[src/rtl/irq_steer_pkg.sv]
package irq_steer_pkg;
  localparam int unsigned REG_AW = 6;

  // Register offsets; software service code relies on these positions
  localparam logic [REG_AW-1:0] OFS_IRQ_PEND = 6'h00;
  localparam logic [REG_AW-1:0] OFS_ENABLE   = 6'h04;
  localparam logic [REG_AW-1:0] OFS_ROUTE    = 6'h08;
  localparam logic [REG_AW-1:0] OFS_CTRL     = 6'h0C;
  localparam logic [REG_AW-1:0] OFS_FIQ_PEND = 6'h10;
  localparam logic [REG_AW-1:0] OFS_RAW      = 6'h20;
endpackage

[src/rtl/irq_steer_regs.sv]
module irq_steer_regs
  import irq_steer_pkg::*;
#(
  parameter int unsigned NSRC = 32
) (
  input  logic              clk,
  input  logic              rst_n,
  input  logic [NSRC-1:0]   src_i,
  input  logic              bus_wr_i,
  input  logic [REG_AW-1:0] bus_addr_i,
  input  logic [NSRC-1:0]   bus_wdata_i,
  input  logic [NSRC-1:0]   pend_irq_i,
  input  logic [NSRC-1:0]   pend_fiq_i,
  output logic [NSRC-1:0]   bus_rdata_o,
  output logic [NSRC-1:0]   raw_o,
  output logic [NSRC-1:0]   enable_o,
  output logic [NSRC-1:0]   route_o,
  output logic              ctrl_wake_o
);
  logic [NSRC-1:0] raw_q, raw_d;
  logic [NSRC-1:0] enable_q, enable_d;
  logic [NSRC-1:0] route_q, route_d;
  logic            ctrl_q, ctrl_d;
  logic            enable_en, route_en, ctrl_en;

  // write decode as clock enables
  always_comb begin
    enable_en = bus_wr_i && (bus_addr_i == OFS_ENABLE);
    route_en  = bus_wr_i && (bus_addr_i == OFS_ROUTE);
    ctrl_en   = bus_wr_i && (bus_addr_i == OFS_CTRL);
  end

  // next-state
  always_comb begin
    raw_d    = src_i;
    enable_d = enable_en ? bus_wdata_i    : enable_q;
    route_d  = route_en  ? bus_wdata_i    : route_q;
    ctrl_d   = ctrl_en   ? bus_wdata_i[0] : ctrl_q;
  end

  always_ff @(posedge clk or negedge rst_n) begin
    if (!rst_n) begin
      raw_q    <= '0;
      enable_q <= '0;
      route_q  <= '0;
      ctrl_q   <= 1'b0;
    end else begin
      raw_q    <= raw_d;
      enable_q <= enable_d;
      route_q  <= route_d;
      ctrl_q   <= ctrl_d;
    end
  end

  // read mux
  always_comb begin
    bus_rdata_o = '0;
    case (bus_addr_i)
      OFS_IRQ_PEND: bus_rdata_o = pend_irq_i;
      OFS_ENABLE:   bus_rdata_o = enable_q;
      OFS_ROUTE:    bus_rdata_o = route_q;
      OFS_CTRL:     bus_rdata_o = {{(NSRC-1){1'b0}}, ctrl_q};
      OFS_FIQ_PEND: bus_rdata_o = pend_fiq_i;
      OFS_RAW:      bus_rdata_o = raw_q;
      default:      bus_rdata_o = '0;
    endcase
  end

  assign raw_o       = raw_q;
  assign enable_o    = enable_q;
  assign route_o     = route_q;
  assign ctrl_wake_o = ctrl_q;
endmodule

[src/rtl/irq_steer_route.sv]
module irq_steer_route #(
  parameter int unsigned NSRC = 32
) (
  input  logic [NSRC-1:0] raw_i,
  input  logic [NSRC-1:0] enable_i,
  input  logic [NSRC-1:0] route_i,
  input  logic            ctrl_wake_i,
  input  logic            cpu_idle_i,
  output logic [NSRC-1:0] pend_irq_o,
  output logic [NSRC-1:0] pend_fiq_o,
  output logic            irq_o,
  output logic            fiq_o,
  output logic            wake_o
);
  logic [NSRC-1:0] live;

  always_comb begin
    live       = raw_i & enable_i;
    pend_irq_o = live & ~route_i;
    pend_fiq_o = live & route_i;
    irq_o      = |pend_irq_o;
    fiq_o      = |pend_fiq_o;
    // control bit selects whether blocked lines may wake the core
    wake_o     = cpu_idle_i && (ctrl_wake_i ? (|live) : (|raw_i));
  end
endmodule

[src/rtl/irq_steer_prio.sv]
module irq_steer_prio #(
  parameter int unsigned NSRC  = 32,
  parameter int unsigned IDX_W = $clog2(NSRC)
) (
  input  logic [NSRC-1:0]  vec_i,
  output logic [IDX_W-1:0] idx_o,
  output logic             vld_o
);
  // scan from the top so the lowest set bit wins
  always_comb begin
    idx_o = '0;
    vld_o = 1'b0;
    for (int i = NSRC - 1; i >= 0; i--) begin
      if (vec_i[i]) begin
        idx_o = IDX_W'(i);
        vld_o = 1'b1;
      end
    end
  end
endmodule

[src/rtl/irq_steer_ctrl.sv]
module irq_steer_ctrl
  import irq_steer_pkg::*;
#(
  parameter int unsigned NSRC  = 32,
  parameter int unsigned IDX_W = $clog2(NSRC)
) (
  input  logic              clk,
  input  logic              rst_n,
  input  logic [NSRC-1:0]   src_i,
  input  logic              cpu_idle_i,
  input  logic              bus_wr_i,
  input  logic [REG_AW-1:0] bus_addr_i,
  input  logic [NSRC-1:0]   bus_wdata_i,
  output logic [NSRC-1:0]   bus_rdata_o,
  output logic              irq_o,
  output logic              fiq_o,
  output logic              wake_o,
  output logic [IDX_W-1:0]  irq_idx_o,
  output logic              irq_idx_vld_o
);
  logic [1:0]      rst_pipe_q;
  logic            rst_sync_n;
  logic [NSRC-1:0] raw_q, enable_q, route_q;
  logic            ctrl_wake_q;
  logic [NSRC-1:0] pend_irq, pend_fiq;

  // reset: asserted asynchronously, released on the clock
  always_ff @(posedge clk or negedge rst_n) begin
    if (!rst_n) rst_pipe_q <= 2'b00;
    else        rst_pipe_q <= {rst_pipe_q[0], 1'b1};
  end
  assign rst_sync_n = rst_pipe_q[1];

  irq_steer_regs #(.NSRC(NSRC)) u_regs (
    .clk         (clk),
    .rst_n       (rst_sync_n),
    .src_i       (src_i),
    .bus_wr_i    (bus_wr_i),
    .bus_addr_i  (bus_addr_i),
    .bus_wdata_i (bus_wdata_i),
    .pend_irq_i  (pend_irq),
    .pend_fiq_i  (pend_fiq),
    .bus_rdata_o (bus_rdata_o),
    .raw_o       (raw_q),
    .enable_o    (enable_q),
    .route_o     (route_q),
    .ctrl_wake_o (ctrl_wake_q)
  );

  irq_steer_route #(.NSRC(NSRC)) u_route (
    .raw_i       (raw_q),
    .enable_i    (enable_q),
    .route_i     (route_q),
    .ctrl_wake_i (ctrl_wake_q),
    .cpu_idle_i  (cpu_idle_i),
    .pend_irq_o  (pend_irq),
    .pend_fiq_o  (pend_fiq),
    .irq_o       (irq_o),
    .fiq_o       (fiq_o),
    .wake_o      (wake_o)
  );

  irq_steer_prio #(.NSRC(NSRC), .IDX_W(IDX_W)) u_prio (
    .vec_i (pend_irq),
    .idx_o (irq_idx_o),
    .vld_o (irq_idx_vld_o)
  );
endmodule

[config.mk]
export PLATFORM = sky130hd
export DESIGN_NAME = irq_steer_ctrl
export DESIGN_NICKNAME = d
export VERILOG_FILES = /design/src/rtl/irq_steer_pkg.sv /design/src/rtl/irq_steer_regs.sv /design/src/rtl/irq_steer_route.sv /design/src/rtl/irq_steer_prio.sv /design/src/rtl/irq_steer_ctrl.sv
export SDC_FILE = /design/constraint.sdc
export NUM_CORES = 1
export LEC_CHECK = 0
export CORE_UTILIZATION = 55
export CTS_CLUSTER_SIZE = 40
export DETAILED_ROUTE_END_ITERATION = 10
export PLACE_DENSITY = 0.84
export SLEW_MARGIN = 20
export SYNTH_ARGS = -nofsm -noshare
export SYNTH_HDL_FRONTEND = slang
export SYNTH_SLANG_ARGS = --single-unit
[constraint.sdc]
create_clock -name clk -period 6.9 [get_ports clk]
set_clock_uncertainty 0.05 [all_clocks]
set_input_delay 2.07 -clock clk [delete_from_list [all_inputs] [get_ports clk]]
set_output_delay 2.07 -clock clk [all_outputs]
set_load 0.05 [all_outputs]
======== Word level (Yosys, flattened, before mapping) ========
Cells that the tools add are included.
storage, ports and cells
  bits in registers ....................... 99
  output and inout port bits .............. 41
operators by class
  eq/ne operators ......................... 5
  multiplexer cells ....................... 66
  bitwise operators ....................... 4
  reduce and logical (&&, ||, !) cells .... 9
operators with widths
  cell                number
  $pmux 32 s6         1
  $mux 5              32
  $reduce_or 32->1    4
  $and 32x32->32      3
  $mux 1              33
  $not 32->32         1
  $eq 6x4->1 const B  2
  $eq 6x3->1 const B  1
  $eq 6x5->1 const B  1
  $eq 6x6->1 const B  1
  $logic_not 6->1     1
  $logic_and 1x1->1   4

======== Longest topological paths before layout ========
  depth after elaboration ................. 34
  depth in mapped cells ................... 7
  gate-level depth less buffers ........... 5

======== Cells and area by module ========
A second synthesis with hierarchy kept.
unflattened totals
  cells, all modules ...................... 560
  area, all modules ....................... 5846.9 um^2
modules (own cells, without submodules)
  module           instances  cells each  area each (um^2)  sequential area each (um^2)
  irq_steer_regs   1          336         4506.8            2427.3
  irq_steer_route  1          156         915.9             0.0
  irq_steer_prio   1          65          370.4             0.0
  irq_steer_ctrl   1          3           53.8              50.0

======== Worst setup path after synthesis ========
Ideal clock, no wire load.
  kind .................................... input to output
  start ................................... in bus_addr_i[5]
  end ..................................... out bus_rdata_o[6]
  arrival ................................. 4.384 ns
  path slack .............................. 0.396 ns
  stages .................................. 6
  path buffers ............................ 1
  cell sequence ........................... or4_4 -> or3_1 -> buf_2 -> mux2i_1 -> a21oi_1 -> o21ai_0
between the ends
  longest elaborated chain between the ends .. 2
  elaborated cells between the ends (all ways) .. 7
ends and longest elaborated chain
  item                                      line                  RTL
  start: declaration                        irq_steer_ctrl.sv:12  input logic [REG_AW-1:0] bus_addr_i,
  $eq 6x6->1, or another cell as far along  irq_steer_regs.sv:58  case (bus_addr_i)
  $pmux 32 s6 (*)                           irq_steer_regs.sv:58
  end: declaration                          irq_steer_ctrl.sv:14  output logic [NSRC-1:0] bus_rdata_o,
Every way passes the cells marked *; elsewhere a longest branch is shown, timed or not.

======== Final worst setup path ========
  start ................................... in bus_addr_i[4]
  end ..................................... out bus_rdata_o[6]
Same word-level chain as after synthesis.

==> flow_summary.ini <==
[power]
power.leakage_nw = 3.013
power_per_cell_area_mw_per_mm2 = 212.8
power_mw = 1.557
max-vdd-ir-drop_uv = 173.4

[clock_tree]
cts_hold_repair.buffers = 0
cts_root_buffer = clkbuf_8
post_cts_buffers = 0
cts_tree = built
cts_sinks = 99
cts_buffer_depth = 2
post_cts_resize_count = 0
clk_pin_slew_worst_paths_ps = 90
htree_levels = 3
numCtsBuffers = 9
worstSkewPairLatency_ps = 380

[critical_path]
crit_fanout = 31
r2r-start = rst_pipe_q[1]$_DFF_PN0_
timing.rr.end = u_regs.route_o[7]$_DFFE_PN0P_
r2r_slack_ps = 5400
worst_setup_path_start_kind = primary input
cp-end-kind = output pin
critPathRequiredTime_ps = 4780
crit_arrival_ps = 4560
critPathKind = primary input to output pin
rr_worst_depth = 1

[floorplanning]
coreArea_sq_mm = 0.009774
dieArea_sq_mm = 0.01050
start_util = 0.5678
die_x_microns = 102.5
pin_count = 115
die_y_microns = 102.5
row_count = 36

[timing]
hold_viol_final = 0
timing.fmax_mhz = 149.7
finalSetupTns_ps = 0
drv_slew = 0
finalCriticalPeriod_ps = 6680
slew_headroom = 0.3658
fin_ws_ps = 219.6
finalHoldWorstSlack_ps = 257.1
tightest_slew_ps = 948.0
finalCritPeriodShare = 0.9682
rsz0062_at_grt = no
setup_viol = 0

[drt]
wirelength_microns = 17290
vias = 5085
drc_errors = 0
post_drt_via_cell_ratio = 6.348
dr.pass1.iters = 5
wl_per_cell_microns = 21.59
drt_iter0_drc = 284
ant_nets = 0

[synthesis]
ys_types = 52
synth_flop_cell = dfrtp_1
yosysMostFrequentCell = dfrtp_1
avgSynthCellArea_sq_um = 10.00
synth-edff-count = 0
synth-seq-cells = 99
syn-cell-area_sq_mm = 0.005550
syn_inst = 555
ys_seq_area_frac = 0.4463
synth-async-reset-ratio = 1.000
yosysWarnings = 0
synth_area_leaders = dfrtp_1, mux2_2, mux2_1
synth_common_cells = dfrtp_1, nand2_1, a21oi_1, mux2_2, nand3_1
synthesis.nets = 629
yosysTopAreaCell = dfrtp_1
synth_top_area_frac = 0.4463

[finish]
final_cells = 801
drive_above_1_share = 0.1467
syn_to_final_growth_pct = 31.88
nets = 737
antennaDiodeCount = 0

[flow_run]
cap_violations = 0

[grt]
grt_pass1_vias = 4951
gr-usage-all-layers = 0.3469
grt_max_degree = 60
antenna_found_initial = 1
grt_pass1_wl_microns = 26450
grt_overflow = 0

[placed_design]
portBuffers = 114
dpl.hpwl_microns = 12400
dp_cells = 785
pre_cts_slack_ps = 314.3
place_congestion = 0.9879

[min_path]
hold_path_class = flop to asynchronous set/reset pin

[run_status]
status = finished clean
how the worst max path moves through the flow:
stage,startpoint,endpoint,slack [ps],cells after the start
detailed placement,bus_addr_i[4],bus_rdata_o[6],310,8
floorplan,bus_addr_i[5],bus_rdata_o[6],400,6
global route,bus_addr_i[5],bus_rdata_o[6],110,8
finish,bus_addr_i[4],bus_rdata_o[6],220,8
global placement,bus_addr_i[5],bus_rdata_o[6],380,8
CTS,bus_addr_i[4],bus_rdata_o[6],230,8
report_power, final:
| group | total (mW) | switching, mW | internal [mW] |
|---|---|---|---|
| Sequential | 0.743 | 0.103 | 0.640 |
| Clock | 0.412 | 0.206 | 0.206 |
| Combinational | 0.403 | 0.220 | 0.183 |
through the flow:
step                      area [sq um]    util
after floorplan                   5550       -
after global placement            7102  0.7266
after detailed placement          7102  0.7266
after CTS                         7320  0.7488
after global routing              7320  0.7488
final                             7320  0.7488
state kept, by name (all words and copies together) (netlist names):
| register | count |
|---|---|
| u_regs.ctrl_wake_o | 1 |
| u_regs.route_o | 32 |
| u_regs.raw_o | 32 |
| rst_pipe_q | 2 |
| u_regs.enable_o | 32 |
kinds of logic after synthesis:
kind of cell	count (synthesis)	share of synthesized area
muxes	97	0.1898
AOI/OAI and AO/OA	139	0.1574
and+or+nand+nor	162	0.1607
other	1	0.0006756
buffers and inverters	57	0.04509
DFF	99	0.4463
cell usage in the layout, fill, tap and decap left out, types with 7 or more instances in the layout:
master           instances
a21oi_1                 36
a22oi_1                 31
and3b_1                 10
buf_12                  31
buf_4                    8
clkbuf_8                 9
clkdlybuf4s50_1         82
dfrtp_1                 98
inv_1                   33
mux2_1                  30
mux2_2                  36
mux2i_1                 31
nand2_1                 42
nand3_1                 34
nand3b_1                 8
nand4_1                 18
nor2_1                  16
nor4_1                  13
o21ai_0                 10
o21ai_1                 30
o22ai_1                  7
layout make-up:
cell class	instances	area [sq um]
flip-flops and latches	99	2481
well taps	133	166.4
clock inverters	6	90.09
multi-input cells	399	2829
repair buffers	121	1501
clock buffers	10	127.6
fillers	671	2455
inverters	33	123.9
metal layers:
layer	vias to the layer above	wire [microns]	global-route usage
li1	2294	-	-
met1	2494	7411	0.4649
met2	253	8140	0.5390
met3	42	1270	0.08482
met4	2	456	0.1418
met5	-	13	0
worst max-delay path: stages:
cell and delay [ps]:
clkdlybuf4s50_1 470, or4_4 600, or3_1 320, buf_4 270
mux2i_1 200, a21oi_1 100, o21ai_0 340, buf_12 190
(Power assumes the default switching activity.)
